<file path="src/rtl/i2ct_pkg.sv">
`timescale 1ns/1ps
package i2ct_pkg;
  localparam int DW   = 8;
  localparam int AW   = 7;
  localparam int NS   = 7;
  localparam int SELW = 3;

  // status bit positions
  localparam int SB_ADDR  = 0;
  localparam int SB_RX    = 1;
  localparam int SB_TXD   = 2;
  localparam int SB_EMPTY = 3;
  localparam int SB_STOP  = 4;
  localparam int SB_TXM   = 5;
  localparam int SB_GC    = 6;

  // control bit positions
  localparam int CB_NACK = 0;
  localparam int CB_GC   = 1;
  localparam int CB_EN   = 2;
  localparam int CB_BUF  = 3;

  // write selects
  localparam logic [SELW-1:0] SEL_CTRL = 3'd0;
  localparam logic [SELW-1:0] SEL_STAT = 3'd1;
  localparam logic [SELW-1:0] SEL_IER  = 3'd2;
  localparam logic [SELW-1:0] SEL_OWN  = 3'd3;
  localparam logic [SELW-1:0] SEL_DATA = 3'd4;

  typedef enum logic [2:0] {
    ST_IDLE, ST_ADDR, ST_AACK, ST_RX, ST_RACK, ST_TX, ST_TACK
  } st_e;
endpackage

</file>
<file path="src/rtl/i2ct_cond.sv">
`timescale 1ns/1ps
module i2ct_cond (
  input  logic clk_i,
  input  logic rst_ni,
  input  logic scl_i,
  input  logic sda_i,
  output logic scl_rise_o,
  output logic scl_fall_o,
  output logic start_o,
  output logic stop_o
);
  logic scl_q, sda_q;

  always_ff @(posedge clk_i or negedge rst_ni) begin
    if (!rst_ni) begin
      scl_q <= 1'b1;
      sda_q <= 1'b1;
    end else begin
      scl_q <= scl_i;
      sda_q <= sda_i;
    end
  end

  assign scl_rise_o = scl_i & ~scl_q;
  assign scl_fall_o = ~scl_i & scl_q;
  assign start_o    = scl_i & scl_q & sda_q & ~sda_i;
  assign stop_o     = scl_i & scl_q & ~sda_q & sda_i;
endmodule

</file>
<file path="src/rtl/i2ct_regs.sv">
`timescale 1ns/1ps
module i2ct_regs
  import i2ct_pkg::*;
#(
  parameter int DATA_W = DW,
  parameter int ADR_W  = AW,
  parameter int STAT_W = NS,
  parameter int SEL_W  = SELW
) (
  input  logic              clk_i,
  input  logic              rst_ni,
  input  logic              wr_en_i,
  input  logic [SEL_W-1:0]  wr_sel_i,
  input  logic [DATA_W-1:0] wr_data_i,
  input  logic [STAT_W-1:0] set_i,
  input  logic              txm_load_i,
  input  logic              txm_val_i,
  input  logic              rx_load_i,
  input  logic [DATA_W-1:0] rx_byte_i,
  output logic [3:0]        ctrl_o,
  output logic [ADR_W-1:0]  own_o,
  output logic [STAT_W-1:0] status_o,
  output logic [DATA_W-1:0] data_o,
  output logic              irq_o
);
  logic [STAT_W-1:0] ier_q, stat_q;
  logic              wr_stat;

  assign wr_stat = wr_en_i && (wr_sel_i == SEL_STAT);

  always_ff @(posedge clk_i or negedge rst_ni) begin
    if (!rst_ni) begin
      ctrl_o <= '0;
      own_o  <= '0;
      ier_q  <= '0;
      data_o <= '0;
    end else begin
      if (wr_en_i && wr_sel_i == SEL_CTRL) ctrl_o <= wr_data_i[3:0];
      if (wr_en_i && wr_sel_i == SEL_OWN)  own_o  <= wr_data_i[ADR_W-1:0];
      if (wr_en_i && wr_sel_i == SEL_IER)  ier_q  <= wr_data_i[STAT_W-1:0];
      if (rx_load_i)                               data_o <= rx_byte_i;
      else if (wr_en_i && wr_sel_i == SEL_DATA)    data_o <= wr_data_i;
    end
  end

  for (genvar i = 0; i < STAT_W; i++) begin : g_flag
    always_ff @(posedge clk_i or negedge rst_ni) begin
      if (!rst_ni)                           stat_q[i] <= 1'b0;
      else if (i == SB_TXM && txm_load_i)    stat_q[i] <= txm_val_i;
      else if (set_i[i])                     stat_q[i] <= 1'b1;
      else if (wr_stat && !wr_data_i[i])     stat_q[i] <= 1'b0;
    end
  end

  assign status_o = stat_q;
  assign irq_o    = |(stat_q & ier_q);

  AST_W0C_KEEP: assert property (@(posedge clk_i) disable iff (!rst_ni)
    (wr_stat && set_i == '0 && !txm_load_i) |=>
      (stat_q == ($past(stat_q) & $past(wr_data_i[STAT_W-1:0]))));

  AST_IRQ_RX: assert property (@(posedge clk_i) disable iff (!rst_ni)
    ($rose(stat_q[SB_RX]) && ier_q[SB_RX]) |-> irq_o);
endmodule

</file>
<file path="src/rtl/i2ct_engine.sv">
`timescale 1ns/1ps
module i2ct_engine
  import i2ct_pkg::*;
#(
  parameter int DATA_W = DW,
  parameter int ADR_W  = AW,
  parameter int STAT_W = NS
) (
  input  logic              clk_i,
  input  logic              rst_ni,
  input  logic              en_i,
  input  logic              gc_en_i,
  input  logic              nack_i,
  input  logic              buf_i,
  input  logic [ADR_W-1:0]  own_i,
  input  logic [DATA_W-1:0] data_i,
  input  logic              rx_pend_i,
  input  logic              empty_pend_i,
  input  logic              sda_i,
  input  logic              scl_rise_i,
  input  logic              scl_fall_i,
  input  logic              start_i,
  input  logic              stop_i,
  output logic [STAT_W-1:0] set_o,
  output logic              txm_load_o,
  output logic              txm_val_o,
  output logic              rx_load_o,
  output logic [DATA_W-1:0] rx_byte_o,
  output logic              sda_pull_o,
  output logic              scl_pull_o
);
  localparam int CW = $clog2(DATA_W + 1);
  localparam logic [CW-1:0] C_FULL = CW'(DATA_W);
  localparam logic [CW-1:0] C_LAST = CW'(DATA_W - 1);

  st_e               state_q;
  logic [CW-1:0]     cnt_q;
  logic [DATA_W-1:0] sh_q;
  logic              drv_q, sel_q, fresh_q, mack_q, rw_q;
  logic              own_hit, gc_hit;

  assign own_hit = (sh_q[DATA_W-1:1] == own_i);
  assign gc_hit  = gc_en_i && (sh_q == '0);

  always_ff @(posedge clk_i or negedge rst_ni) begin
    if (!rst_ni) begin
      state_q <= ST_IDLE;
      cnt_q   <= '0;
      sh_q    <= '0;
      drv_q   <= 1'b0;
      sel_q   <= 1'b0;
      fresh_q <= 1'b0;
      mack_q  <= 1'b0;
      rw_q    <= 1'b0;
      set_o   <= '0;
      txm_load_o <= 1'b0;
      rx_load_o  <= 1'b0;
    end else begin
      set_o      <= '0;
      txm_load_o <= 1'b0;
      rx_load_o  <= 1'b0;
      if (!en_i) begin
        state_q <= ST_IDLE;
        drv_q   <= 1'b0;
        sel_q   <= 1'b0;
        fresh_q <= 1'b0;
      end else if (start_i) begin
        state_q <= ST_ADDR;
        cnt_q   <= '0;
        drv_q   <= 1'b0;
        sel_q   <= 1'b0;
        fresh_q <= 1'b0;
      end else if (stop_i) begin
        state_q <= ST_IDLE;
        drv_q   <= 1'b0;
        fresh_q <= 1'b0;
        sel_q   <= 1'b0;
        if (sel_q) set_o[SB_STOP] <= 1'b1;
      end else begin
        unique case (state_q)
          ST_ADDR: begin
            if (scl_rise_i) begin
              sh_q  <= {sh_q[DATA_W-2:0], sda_i};
              cnt_q <= cnt_q + 1'b1;
            end else if (scl_fall_i && cnt_q == C_FULL) begin
              if (own_hit || gc_hit) begin
                sel_q   <= 1'b1;
                drv_q   <= 1'b1;
                rw_q    <= sh_q[0];
                state_q <= ST_AACK;
                set_o[SB_ADDR] <= 1'b1;
                set_o[SB_GC]   <= gc_hit;
                txm_load_o     <= 1'b1;
                if (sh_q[0]) begin
                  sh_q <= data_i;
                  set_o[SB_EMPTY] <= 1'b1;
                end
              end else begin
                state_q <= ST_IDLE;
              end
            end
          end
          ST_AACK, ST_RACK: begin
            if (scl_fall_i) begin
              drv_q   <= 1'b0;
              cnt_q   <= '0;
              fresh_q <= 1'b1;
              state_q <= (state_q == ST_AACK && rw_q) ? ST_TX : ST_RX;
            end
          end
          ST_RX: begin
            if (scl_rise_i) begin
              sh_q    <= {sh_q[DATA_W-2:0], sda_i};
              cnt_q   <= cnt_q + 1'b1;
              fresh_q <= 1'b0;
            end else if (scl_fall_i && cnt_q == C_FULL) begin
              rx_load_o    <= 1'b1;
              set_o[SB_RX] <= 1'b1;
              drv_q        <= !nack_i;
              state_q      <= ST_RACK;
            end
          end
          ST_TX: begin
            if (scl_rise_i) begin
              fresh_q <= 1'b0;
            end else if (scl_fall_i) begin
              if (cnt_q == C_LAST) begin
                state_q       <= ST_TACK;
                set_o[SB_TXD] <= 1'b1;
              end else begin
                sh_q  <= {sh_q[DATA_W-2:0], 1'b0};
                cnt_q <= cnt_q + 1'b1;
              end
            end
          end
          ST_TACK: begin
            if (scl_rise_i) begin
              mack_q <= !sda_i;
            end else if (scl_fall_i) begin
              if (mack_q) begin
                sh_q    <= data_i;
                cnt_q   <= '0;
                fresh_q <= 1'b1;
                state_q <= ST_TX;
                set_o[SB_EMPTY] <= 1'b1;
              end else begin
                state_q <= ST_IDLE;
              end
            end
          end
          default: ;
        endcase
      end
    end
  end

  assign txm_val_o  = rw_q;
  assign rx_byte_o  = sh_q;
  assign sda_pull_o = drv_q || (state_q == ST_TX && !sh_q[DATA_W-1]);
  assign scl_pull_o = buf_i && fresh_q &&
                      ((state_q == ST_RX && rx_pend_i) || (state_q == ST_TX && empty_pend_i));

  AST_STOP_IDLE: assert property (@(posedge clk_i) disable iff (!rst_ni)
    (en_i && stop_i && !start_i) |=> (state_q == ST_IDLE));

  AST_PULL_ONLY_SELECTED: assert property (@(posedge clk_i) disable iff (!rst_ni)
    sda_pull_o |-> sel_q);

  AST_OFF_QUIET: assert property (@(posedge clk_i) disable iff (!rst_ni)
    !en_i |=> (!sda_pull_o && !scl_pull_o));

  AST_FORCED_NACK: assert property (@(posedge clk_i) disable iff (!rst_ni)
    (en_i && !start_i && !stop_i && state_q == ST_RX && !scl_rise_i && scl_fall_i &&
     cnt_q == C_FULL && nack_i) |=> !sda_pull_o);
endmodule

</file>
<file path="src/rtl/i2c_target.sv">
`timescale 1ns/1ps
module i2c_target
  import i2ct_pkg::*;
#(
  parameter int DATA_W = DW,
  parameter int ADR_W  = AW,
  parameter int STAT_W = NS,
  parameter int SEL_W  = SELW
) (
  input  logic              clk_i,
  input  logic              rst_ni,
  input  logic              scl_i,
  input  logic              sda_i,
  output logic              scl_pull_o,
  output logic              sda_pull_o,
  input  logic              wr_en_i,
  input  logic [SEL_W-1:0]  wr_sel_i,
  input  logic [DATA_W-1:0] wr_data_i,
  output logic [STAT_W-1:0] status_o,
  output logic [DATA_W-1:0] data_o,
  output logic              irq_o
);
  logic              scl_rise, scl_fall, start_c, stop_c;
  logic [3:0]        ctrl;
  logic [ADR_W-1:0]  own;
  logic [STAT_W-1:0] set;
  logic              txm_load, txm_val, rx_load;
  logic [DATA_W-1:0] rx_byte;

  i2ct_cond u_cond (
    .clk_i, .rst_ni, .scl_i, .sda_i,
    .scl_rise_o(scl_rise), .scl_fall_o(scl_fall),
    .start_o(start_c), .stop_o(stop_c)
  );

  i2ct_regs #(.DATA_W(DATA_W), .ADR_W(ADR_W), .STAT_W(STAT_W), .SEL_W(SEL_W)) u_regs (
    .clk_i, .rst_ni, .wr_en_i, .wr_sel_i, .wr_data_i,
    .set_i(set), .txm_load_i(txm_load), .txm_val_i(txm_val),
    .rx_load_i(rx_load), .rx_byte_i(rx_byte),
    .ctrl_o(ctrl), .own_o(own), .status_o, .data_o, .irq_o
  );

  i2ct_engine #(.DATA_W(DATA_W), .ADR_W(ADR_W), .STAT_W(STAT_W)) u_eng (
    .clk_i, .rst_ni,
    .en_i(ctrl[CB_EN]), .gc_en_i(ctrl[CB_GC]), .nack_i(ctrl[CB_NACK]), .buf_i(ctrl[CB_BUF]),
    .own_i(own), .data_i(data_o),
    .rx_pend_i(status_o[SB_RX]), .empty_pend_i(status_o[SB_EMPTY]),
    .sda_i, .scl_rise_i(scl_rise), .scl_fall_i(scl_fall),
    .start_i(start_c), .stop_i(stop_c),
    .set_o(set), .txm_load_o(txm_load), .txm_val_o(txm_val),
    .rx_load_o(rx_load), .rx_byte_o(rx_byte),
    .sda_pull_o, .scl_pull_o
  );
endmodule

</file>
<file path="config.mk">
export PLATFORM = sky130hd
export DESIGN_NAME = i2c_target
export DESIGN_NICKNAME = d
export VERILOG_FILES = /design/src/rtl/i2ct_pkg.sv /design/src/rtl/i2ct_cond.sv /design/src/rtl/i2ct_regs.sv /design/src/rtl/i2ct_engine.sv /design/src/rtl/i2c_target.sv
export SDC_FILE = /design/constraint.sdc
export NUM_CORES = 1
export LEC_CHECK = 0
export ABC_AREA = 1
export CORE_ASPECT_RATIO = 1.1
export CORE_MARGIN = 10
export CORE_UTILIZATION = 40
export CTS_CLUSTER_SIZE = 30
export DETAILED_ROUTE_END_ITERATION = 12
export SYNTH_ARGS = -nofsm -noshare
export SYNTH_HDL_FRONTEND = slang
export SYNTH_SLANG_ARGS = --single-unit
</file>
<file path="constraint.sdc">
create_clock -name clk_i -period 2.3 [get_ports clk_i]
set_input_delay 0.46 -clock clk_i [delete_from_list [all_inputs] [get_ports clk_i]]
set_output_delay 0.46 -clock clk_i [all_outputs]
set_load 0.1 [all_outputs]
</file>
==> results.md <==
* Worst-path clk slew at 0.08 ns
* Total leakage power at 0.00204 uW
* Via count at 3,181
* Crit-path cells: a22o_1, a221oi_2, nand4_1, buf_12
* Die Width at ~110 um
* Filler instances at between 800 and 900
* Crit path time final at 2.18 ns
* Initial core utilization at 40.8%
* Synth area leader: dfrtp_1
* FMAX at roughly 460 MHz
* Area contributors post-synth: dfrtp_1 (43%), nand2_1 (17%), o21ai_0 (6.0%)
* First-pass DRT Iterations at 5
* # rows at 35
* Final Total Pwr at about 3700 uW
* Core area at 8320 um2
* Synth Register Bits at just over 60
* All-Layer GR Usage at 15.9%
* Routed WL at about 9.6 mm
* Critical path arrival at 1.72 ns
* Req. time, crit path at 1.84 ns
* Post-synth top area share at 43.5%
* Ys flop type: dfrtp_1
* Post-Place Worst Slack at -0.00538 ns
* Drt initial violations at 182
* Status: completed
* Syn_nets at 477
* Min-delay worst type: input pin to asynchronous set/reset pin
* Commonest cells post-synth: nand2_1 (154), dfrtp_1 (59), inv_1 (44)
* Reg-to-reg setup timing slack at 0.43 ns
* Worst Path Buf+Inv at 1
* Htree depth at 3
* Synthesized instance count at 459
* Largest net degree at the start of global routing at 34
* Longest Clk Path Bufs at 2
* Hold Vio Cnt, Final at 0
* Nets at 524
* Fin util at 49.7%
* CP Class: register to output pin
* Max-cap violation count at 0
* GRT Residual Overflow at 0
* Routability Congestion at 0.848
* CTS tree: yes
* Worst-margin pin slew at 0.441 ns
* VDD IR-drop max at 0.653 mV
* Multi-input logic area at 1650 um2
* Synth Area per Inst at 7.40 um2
* FF/Latch Area at 1540 um2
* Port buffer count at 33
* Hpwl dp at 7.30 mm
* Clk root buf: clkbuf_8
* Clk sinks at 61
* Layout cells sized above 1 at 15.7%
* Hold_buf cts at 0
* Vias/cell at 5.11
* Setup crit end kind: output pin
* Final period util at 94.9%
* Worst Path Max Fanout at 3
* Clock skew at 0.00887 ns
* Vias in the first global route at 3,003
* Slew Viols, Final at 0
* DRC Markers at 0
* RSZ-0062 raised after global routing: no
* Later-pin clock latency in the skew report at 0.35 ns
* Post-synthesis sequential area ratio at 45.0%
* Max stage delay on crit path at 0.48 ns
* Startpoint Class: register
* Synth cell types at 31
* DR WL/cell at roughly 15 um
* Count leader, synth: nand2_1
* TritonCTS Buffers at 9
* CP top delay family: flip-flops
* I/O Pins at 34
* Post-synth EDFFs at 0
* DRT antenna net count at 0
* Area grow syn2layout at 21.8%
* Rel. slew slack at a little over two thirds
* First-pass GRT wire length at 15.6 mm
* Ant diodes at 0
* Final setup fails at 0
* Pwr Density at between 800 and 900 nW/um2
* Die span in y at ~120 um
* Post-Syn Area at 3400 um2
* Initial antenna violation count at 0
* Yosys warns at 0
* Async SR Flop Fraction at 100%
* Final WS setup at 0.117 ns
* Die area at between 10,000 and 15,000 um2
* Slowest stage cell on the critical path: dfrtp_4
## area by class of cell
cell class	count	share of cell area, %
well taps	111	3.36
repair buffers	44	9.98
inverters	52	4.72
flip-flops and latches	61	37.2
clock buffers	9	2.99
multi-input cells	338	40.0
clock inverters	7	1.78
## flip-flops by register name, summed over array words and instances (netlist names)
signal and count:
u_eng.txm_val_o 1, u_regs.data_o 8, u_regs.ier_q 7, u_eng.set_o 5, u_eng.rx_load_o 1, u_regs.own_o 7
u_cond.scl_q 1, u_cond.sda_q 1, u_eng.rx_byte_o 8, u_regs.status_o 7, u_eng.sel_q 1, u_regs.ctrl_o 4
u_eng.state_q 3, u_eng.drv_q 1, u_eng.fresh_q 1, u_eng.cnt_q 4, u_eng.mack_q 1
## timing repair
item	4_1_cts	5_1_grt
setup buffers	0	0
setup endpoints to repair	0	1
resized for setup	0	2
## where the power goes
part           leakage [uW]  internal, uW  switching, uW
registers          0.000782          1230            147
logic               0.00116           375            970
clock network     0.0000996           504            477
## path summary, 6_finish.rpt
kind	startpoint	endpoint	depth (start not counted)
setup / recovery	u_regs.status_o[0]$_DFFE_PN0P_	irq_o	4
hold / removal	rst_ni	u_regs.ier_q[4]$_DFFE_PN0P_	1
setup reg to reg	u_cond.scl_q$_DFF_PN1_	u_eng.rx_byte_o[1]$_DFFE_PN0P_	9
hold reg to reg	u_eng.set_o[3]$_DFF_PN0_	u_regs.status_o[3]$_DFFE_PN0P_	2
max in group asynchronous	rst_ni	u_cond.sda_q$_DFF_PN1_	2
min in group clk_i	u_eng.set_o[3]$_DFF_PN0_	u_regs.status_o[3]$_DFFE_PN0P_	2
## metrics by stage
stage	cells	hold WS, ns	instance area (um2)	TNS (ns)
3_3_place_gp	606	0.418	3930	0
6_report	622	0.0359	4140	0
3_5_place_dp	606	0.416	3930	-0.00538
2_1_floorplan	459	0.164	3420	-0.110
4_1_cts	622	0.0481	4130	0
5_1_grt	622	0.0635	4140	0
## placed cells by master (no fill, tap or decap), types with 3 or more instances in the layout
cell / n
o211ai_1: 7
nor2_2: 7
buf_12: 4
clkbuf_8: 9
o21ai_0: 41
xnor2_1: 4
xor2_1: 3
clkdlybuf4s50_1: 14
inv_2: 8
nand2_1: 154
nand3_2: 3
buf_4: 25
nor2_1: 36
nand3_1: 25
o21ai_1: 5
nand2_2: 3
nor3_1: 5
a22oi_1: 3
a21oi_1: 8
dfrtp_1: 56
nand4_1: 16
inv_1: 44
a31oi_1: 4
## worst reg2reg max path, delay by kind of cell, from the launching register on
kind	cells	cell delay (ns)
and+or+nand+nor	6	1.00
DFF	1	0.55
buffers and inverters	3	0.23
## cell families after synthesis
family / after synthesis / share of synthesized area (%)
XOR/XNOR: 7 / 1.80
adder cells (fa/ha/maj): 2 / 0.737
buffers and inverters: 60 / 6.85
flip-flops: 61 / 45.0
AO/OA/AOI/OAI: 73 / 12.0
AND/OR/NAND/NOR: 256 / 33.6
## layer usage
metal | GRT usage [%] | wire length [um] | vias to the layer above | share of wire, %
met4 | 4.55 | 105 | 0 | 1.1
li1 | - | - | 1596 | -
met2 | 26.5 | 4720 | 71 | 49
met1 | 20.6 | 4370 | 1505 | 46
met3 | 2.59 | 362 | 9 | 3.8
met5 | 0 | 0 | - | 0
Power figures use the tool's default switching activity.
